$ cat src/rtl/qc_pkg.sv
package qc_pkg;

   typedef enum logic [1:0] {
      QS_IDLE = 2'd0,
      QS_UP   = 2'd1,
      QS_BAD  = 2'd2,
      QS_DOWN = 2'd3
   } qstep_e;

   // Map the sampled {A,B} code onto its position in the phase cycle
   // 00 -> 0, 10 -> 1, 11 -> 2, 01 -> 3.
   function automatic logic [1:0] phase_of(input logic [1:0] ab);
      return {ab[0], ab[1] ^ ab[0]};
   endfunction

endpackage

$ cat src/rtl/qc_sync.sv
module qc_sync #(
   parameter int STAGES = 2,
   parameter int W      = 2
) (
   input  logic         clk,
   input  logic         rst_n,
   input  logic [W-1:0] d,
   output logic [W-1:0] q
);

   if (STAGES < 2) begin : g_bad_stages
      $error("qc_sync needs at least two stages");
   end

   logic [STAGES-1:0][W-1:0] stg;

   always_ff @(posedge clk or negedge rst_n) begin
      if (!rst_n) stg <= '0;
      else        stg <= {stg[STAGES-2:0], d};
   end

   assign q = stg[STAGES-1];

endmodule

$ cat src/rtl/qc_decoder.sv
module qc_decoder
   import qc_pkg::*;
(
   input  logic       clk,
   input  logic       rst_n,
   input  logic [1:0] ab,
   output qstep_e     step
);

   logic [1:0] prev_q;
   logic [1:0] delta;

   always_ff @(posedge clk or negedge rst_n) begin
      if (!rst_n) prev_q <= 2'b00;
      else        prev_q <= ab;
   end

   assign delta = phase_of(ab) - phase_of(prev_q);

   always_comb begin
      unique case (delta)
         2'd1:    step = QS_UP;
         2'd3:    step = QS_DOWN;
         2'd2:    step = QS_BAD;
         default: step = QS_IDLE;
      endcase
   end

endmodule

$ cat src/rtl/qc_position.sv
module qc_position
   import qc_pkg::*;
#(
   parameter int W = 16
) (
   input  logic         clk,
   input  logic         rst_n,
   input  qstep_e       step,
   output logic [W-1:0] count,
   output logic         cnt_pulse,
   output logic         cnt_up,
   output logic         cas_pulse
);

   localparam logic [W-1:0] TOP = {W{1'b1}};

   logic going_up, going_dn;

   assign going_up = (step == QS_UP);
   assign going_dn = (step == QS_DOWN);

   always_ff @(posedge clk or negedge rst_n) begin
      if (!rst_n) begin
         count     <= '0;
         cnt_pulse <= 1'b0;
         cnt_up    <= 1'b0;
         cas_pulse <= 1'b0;
      end else begin
         cnt_pulse <= going_up | going_dn;
         cas_pulse <= (going_up && count == TOP) || (going_dn && count == '0);
         if (going_up) begin
            count  <= count + 1'b1;
            cnt_up <= 1'b1;
         end else if (going_dn) begin
            count  <= count - 1'b1;
            cnt_up <= 1'b0;
         end
      end
   end

endmodule

$ cat src/rtl/qc_hold_latch.sv
module qc_hold_latch #(
   parameter int W     = 16,
   parameter int BUS_W = 8
) (
   input  logic             clk,
   input  logic             rst_n,
   input  logic [W-1:0]     count,
   input  logic             sel_n,
   input  logic             oe_n,
   output logic [BUS_W-1:0] data_out,
   output logic [W-1:0]     hold,
   output logic             inhibit
);

   localparam int NB = W / BUS_W;

   if (NB != 2 || NB * BUS_W != W) begin : g_bad_split
      $error("holding register must split into exactly two bus bytes");
   end

   logic             lo_seen;
   logic [BUS_W-1:0] bytes [NB];

   always_ff @(negedge clk or negedge rst_n) begin
      if (!rst_n) begin
         hold    <= '0;
         inhibit <= 1'b0;
         lo_seen <= 1'b0;
      end else if (inhibit) begin
         if (!oe_n && sel_n) lo_seen <= 1'b1;
         if (oe_n && lo_seen) begin
            inhibit <= 1'b0;
            lo_seen <= 1'b0;
            hold    <= count;
         end
      end else begin
         hold <= count;
         if (!oe_n && !sel_n) inhibit <= 1'b1;
      end
   end

   for (genvar g = 0; g < NB; g++) begin : g_byte
      assign bytes[g] = hold[g*BUS_W +: BUS_W];
   end

   assign data_out = oe_n ? '0 : (sel_n ? bytes[0] : bytes[NB-1]);

endmodule

$ cat src/rtl/quad_cascade_counter.sv
module quad_cascade_counter
   import qc_pkg::*;
#(
   parameter int CNT_W       = 16,
   parameter int BUS_W       = 8,
   parameter int SYNC_STAGES = 2
) (
   input  logic             clk,
   input  logic             rst_n,
   input  logic             ch_a,
   input  logic             ch_b,
   input  logic             sel_n,
   input  logic             oe_n,
   output logic [BUS_W-1:0] data_out,
   output logic             cnt_pulse,
   output logic             cnt_up,
   output logic             cas_pulse
);

   if (CNT_W != 2 * BUS_W) begin : g_bad_width
      $error("CNT_W must be twice BUS_W");
   end

   logic [1:0]       ab_sync;
   qstep_e           step;
   logic [CNT_W-1:0] count_q;
   logic [CNT_W-1:0] hold_q;
   logic             inhibit_q;

   qc_sync #(.STAGES(SYNC_STAGES), .W(2)) u_sync (
      .clk(clk), .rst_n(rst_n), .d({ch_a, ch_b}), .q(ab_sync)
   );

   qc_decoder u_dec (
      .clk(clk), .rst_n(rst_n), .ab(ab_sync), .step(step)
   );

   qc_position #(.W(CNT_W)) u_pos (
      .clk(clk), .rst_n(rst_n), .step(step), .count(count_q),
      .cnt_pulse(cnt_pulse), .cnt_up(cnt_up), .cas_pulse(cas_pulse)
   );

   qc_hold_latch #(.W(CNT_W), .BUS_W(BUS_W)) u_hold (
      .clk(clk), .rst_n(rst_n), .count(count_q), .sel_n(sel_n),
      .oe_n(oe_n), .data_out(data_out), .hold(hold_q), .inhibit(inhibit_q)
   );

endmodule

$ cat config.mk
export PLATFORM = sky130hd
export DESIGN_NAME = quad_cascade_counter
export DESIGN_NICKNAME = d
export VERILOG_FILES = /design/src/rtl/qc_pkg.sv /design/src/rtl/qc_sync.sv /design/src/rtl/qc_decoder.sv /design/src/rtl/qc_position.sv /design/src/rtl/qc_hold_latch.sv /design/src/rtl/quad_cascade_counter.sv
export SDC_FILE = /design/constraint.sdc
export NUM_CORES = 1
export LEC_CHECK = 0
export BUFFER_PORTS_ARGS = -buffer_cell sky130_fd_sc_hd__buf_4
export CAP_MARGIN = 5
export CORE_MARGIN = 4
export CORE_UTILIZATION = 30
export CTS_BUF_LIST = sky130_fd_sc_hd__clkbuf_4 sky130_fd_sc_hd__clkbuf_8
export CTS_CLUSTER_SIZE = 10
export DETAILED_ROUTE_END_ITERATION = 6
export GPL_TIMING_DRIVEN = 0
export HOLD_SLACK_MARGIN = 0.05
export PLACE_DENSITY_LB_ADDON = 0.2
export SLEW_MARGIN = 20
export SYNTH_ARGS = -nofsm -noshare
export SYNTH_HDL_FRONTEND = slang
export SYNTH_SLANG_ARGS = --single-unit
$ cat constraint.sdc
create_clock -name clk -period 7.86 [get_ports clk]
set_clock_uncertainty 0.05 [all_clocks]
set_input_delay 1.572 -clock clk [delete_from_list [all_inputs] [get_ports clk]]
set_output_delay 1.572 -clock clk [all_outputs]
set_load 0.01 [all_outputs]
==> flow_summary.ini <==
[floorplan]
die_area_sq_um = 9900
rows = 33
die_w_um = 99.5
start_util_pct = 30.7
die_h_um = 99.5
coreArea_sq_um = 8180
ios = 17

[critical_path]
critPathArrivalTime_ns = 4.97
crit_start = u_hold.hold[4]
start_kind = register
r2r_cells = 1
crit_family = flip-flops
cp.depth = 3
r2r_setup_slack_ns = 2.97
criticalPathCategory = reg -> out
endpoint_kind = output pin
max_stage_delay_ns = 0.41
cp_slowest_cell = dfrtn_1
rr_startpoint = u_pos.count[12]
cp.required_ns = 6.24
cp_num_buf_inv = 1
critPathMaxFanout = 2
crit_chain = mux2i_1, nor2_1, buf_4

[logic_synthesis]
syn_area_sq_um = 2510
ys_ff_latch = 43
synth_edf_count = 0
synth_area_per_cell_sq_um = 9.77
synth_area_leader_cell = dfrtp_1
ys_seq_area_share_pct = 42.9
synthFlopType = dfrtp_1
synthTopCellsByArea = dfrtp_1 25%, dfrtn_1 18%, ha_1 8.0%, mux2_2 6.3%, nand2_1 3.9%
synthArstFlopShare_pct = 100
synth.distinct_cells = 43
synthesis.nets = 280
synthCells = 257
yosys.area.top_type_share_pct = 24.9
synth_warnings = 0

[drt]
vias_per_cell = 4.86
drc = 0
drt_iter0_drc = 36
avgRoutedWirePerCell_um = 14.6
drt-total-wl_um = 5610
postRouteAntennaNets = 0
first_pass_iters = 3
vias = 1873

[sta]
hold_violations = 0
finalSetupViolCount = 0
slew_headroom_pct = 54.7
tns_ns = 0
rsz0062_at_grt = false
tightest_slew_ns = 0.680
slew_viol_final = 0

[clock_network]
clock_path_buffers = 2
clock_latency_ns = 0.29
cts_resized = 0
hold_buffers = 0
cts_setup_buffers = 0
clkTransAtPathRegs_ns = 0.08
cts_tree = built
cts_buffers = 5
cts_sinks = 43
root_buffer = clkbuf_8
htreeDepth = 2

[layout]
n_fill_cell = 838
fin_util_pct = 35.4
final_nets = 302
area_delta_synth_final_pct = 15.1
drive_gt1_share_pct = 16.4
diodes = 0

[grt]
antenna_found_initial = 0
grt_pass1_wl_um = 9710
grt_max_degree = 44
grt-ovfl-total = 0
grtUsageTotal_pct = 12.2
grt_pass1_vias = 1913

[worst_hold_path]
hold_path_depth = 0
min_from = u_sync.stg[0]
hold_class = reg -> reg

[place]
io_buffers = 15
place_congestion = 0.808
detailed_place_hpwl_um = 4220

[job]
drv_cap = 0

[status]
status = finished clean

[pwr]
powerDensity_nw_per_um2 = 452
peakVddDrop_v = 0.000111
leakagePower_nw = 1.29
==> sequential cells by signal (all words and copies together), names as in the netlist <==
name	flops
u_hold.lo_seen	1
u_hold.inhibit	1
u_dec.prev_q	2
u_sync.q	2
u_pos.cnt_pulse	1
u_pos.cas_pulse	1
u_pos.count	16
u_sync.stg	2
u_pos.cnt_up	1
u_hold.hold	16
==> metal layers <==
layer	share of wire [%]	global-route usage, %	up-vias	wire length (um)
met2	46	20.1	19	2600
met1	50	16.3	885	2800
met4	1.8	4.20	0	102
li1	-	-	962	-
met5	0	0	-	0
met3	1.9	1.89	7	109
==> cell usage in the layout, fill, tap and decap left out, types with 6 or more instances in the layout <==
cell | netlist | final
inv_1 | 9 | 9
clkbuf_1 | 7 | 7
mux2_2 | 14 | 14
a21oi_1 | 18 | 18
dfrtn_1 | 18 | 18
buf_4 | 0 | 15
ha_1 | 16 | 16
nand2_1 | 26 | 26
xnor2_1 | 6 | 6
o21ai_0 | 13 | 13
dfrtp_1 | 25 | 25
mux2i_1 | 9 | 9
a21o_1 | 6 | 6
nor2_1 | 18 | 18
nand3_1 | 6 | 6
o21ai_1 | 6 | 6
xor2_1 | 6 | 6
==> final timing paths <==
path / end
worst max-delay path: data_out[4]
worst min-delay path: u_sync.q[0]
worst max register to register: u_hold.hold[12]
worst min register to register: u_sync.q[0]
max in group asynchronous: u_hold.hold[2]
min in group asynchronous: u_pos.count[3]
==> stage by stage <==
| step | worst slack (ns) | total power [mW] | cells | hold WS, ns | instance area (sq um) |
|---|---|---|---|---|---|
| floorplan | 1.27 | 0.927 | 257 | 0.281 | 2510 |
| global placement | 0.993 | 1.10 | 377 | 0.284 | 2760 |
| detailed placement | 0.975 | 1.11 | 377 | 0.285 | 2760 |
| CTS | 1.26 | 1.32 | 385 | 0.303 | 2890 |
| global route | 1.17 | 1.44 | 385 | 0.312 | 2890 |
| finish | 1.27 | 1.31 | 385 | 0.303 | 2890 |
==> where the power goes <==
part,switching (mW),internal [mW]
Sequential,0.0945,0.319
Clock,0.0755,0.130
Combinational,0.378,0.311
Total,0.547,0.760
==> cells by family (layout without fill, tap and decap cells) <==
| kind of cell | Yosys count | count (layout) | synth area share, % |
|---|---|---|---|
| simple gates | 76 | 76 | 14.3 |
| mux | 24 | 24 | 10.5 |
| flops | 43 | 43 | 42.8 |
| compound gates | 63 | 63 | 15.4 |
| fa+ha+maj | 17 | 17 | 8.77 |
| xor+xnor | 13 | 13 | 4.83 |
| buf+inv | 21 | 44 | 3.39 |
==> cell usage after synthesis (4+ instances only) <==
| master | n |
|---|---|
| o21ai_0 | 13 |
| nor2_1 | 18 |
| o21ai_1 | 6 |
| nor3_1 | 4 |
| a21o_1 | 6 |
| ha_1 | 16 |
| a21oi_1 | 18 |
| clkbuf_1 | 7 |
| xnor2_1 | 6 |
| buf_2 | 5 |
| o31ai_1 | 4 |
| inv_1 | 9 |
| dfrtp_1 | 25 |
| mux2i_1 | 9 |
| nor4_1 | 4 |
| nand4_1 | 5 |
| mux2_2 | 14 |
| dfrtn_1 | 18 |
| nand3_1 | 6 |
| xor2_1 | 6 |
| nand2_1 | 26 |
==> final cells by class <==
class                           instances  area (sq um)  share of cell area, %
Multi-Input combinational cell        193          1350                   46.7
Sequential cell                        43          1080                   37.2
Tap cell                              105           131                   4.54
Timing Repair Buffer                   15           113                   3.89
Clock buffer                            6          76.3                   2.64
Clock inverter                          2          60.1                   2.08
Buffer                                 12          51.3                   1.77
Inverter                                9          33.8                   1.17
Note: power is estimated with default switching activity, not from simulation.
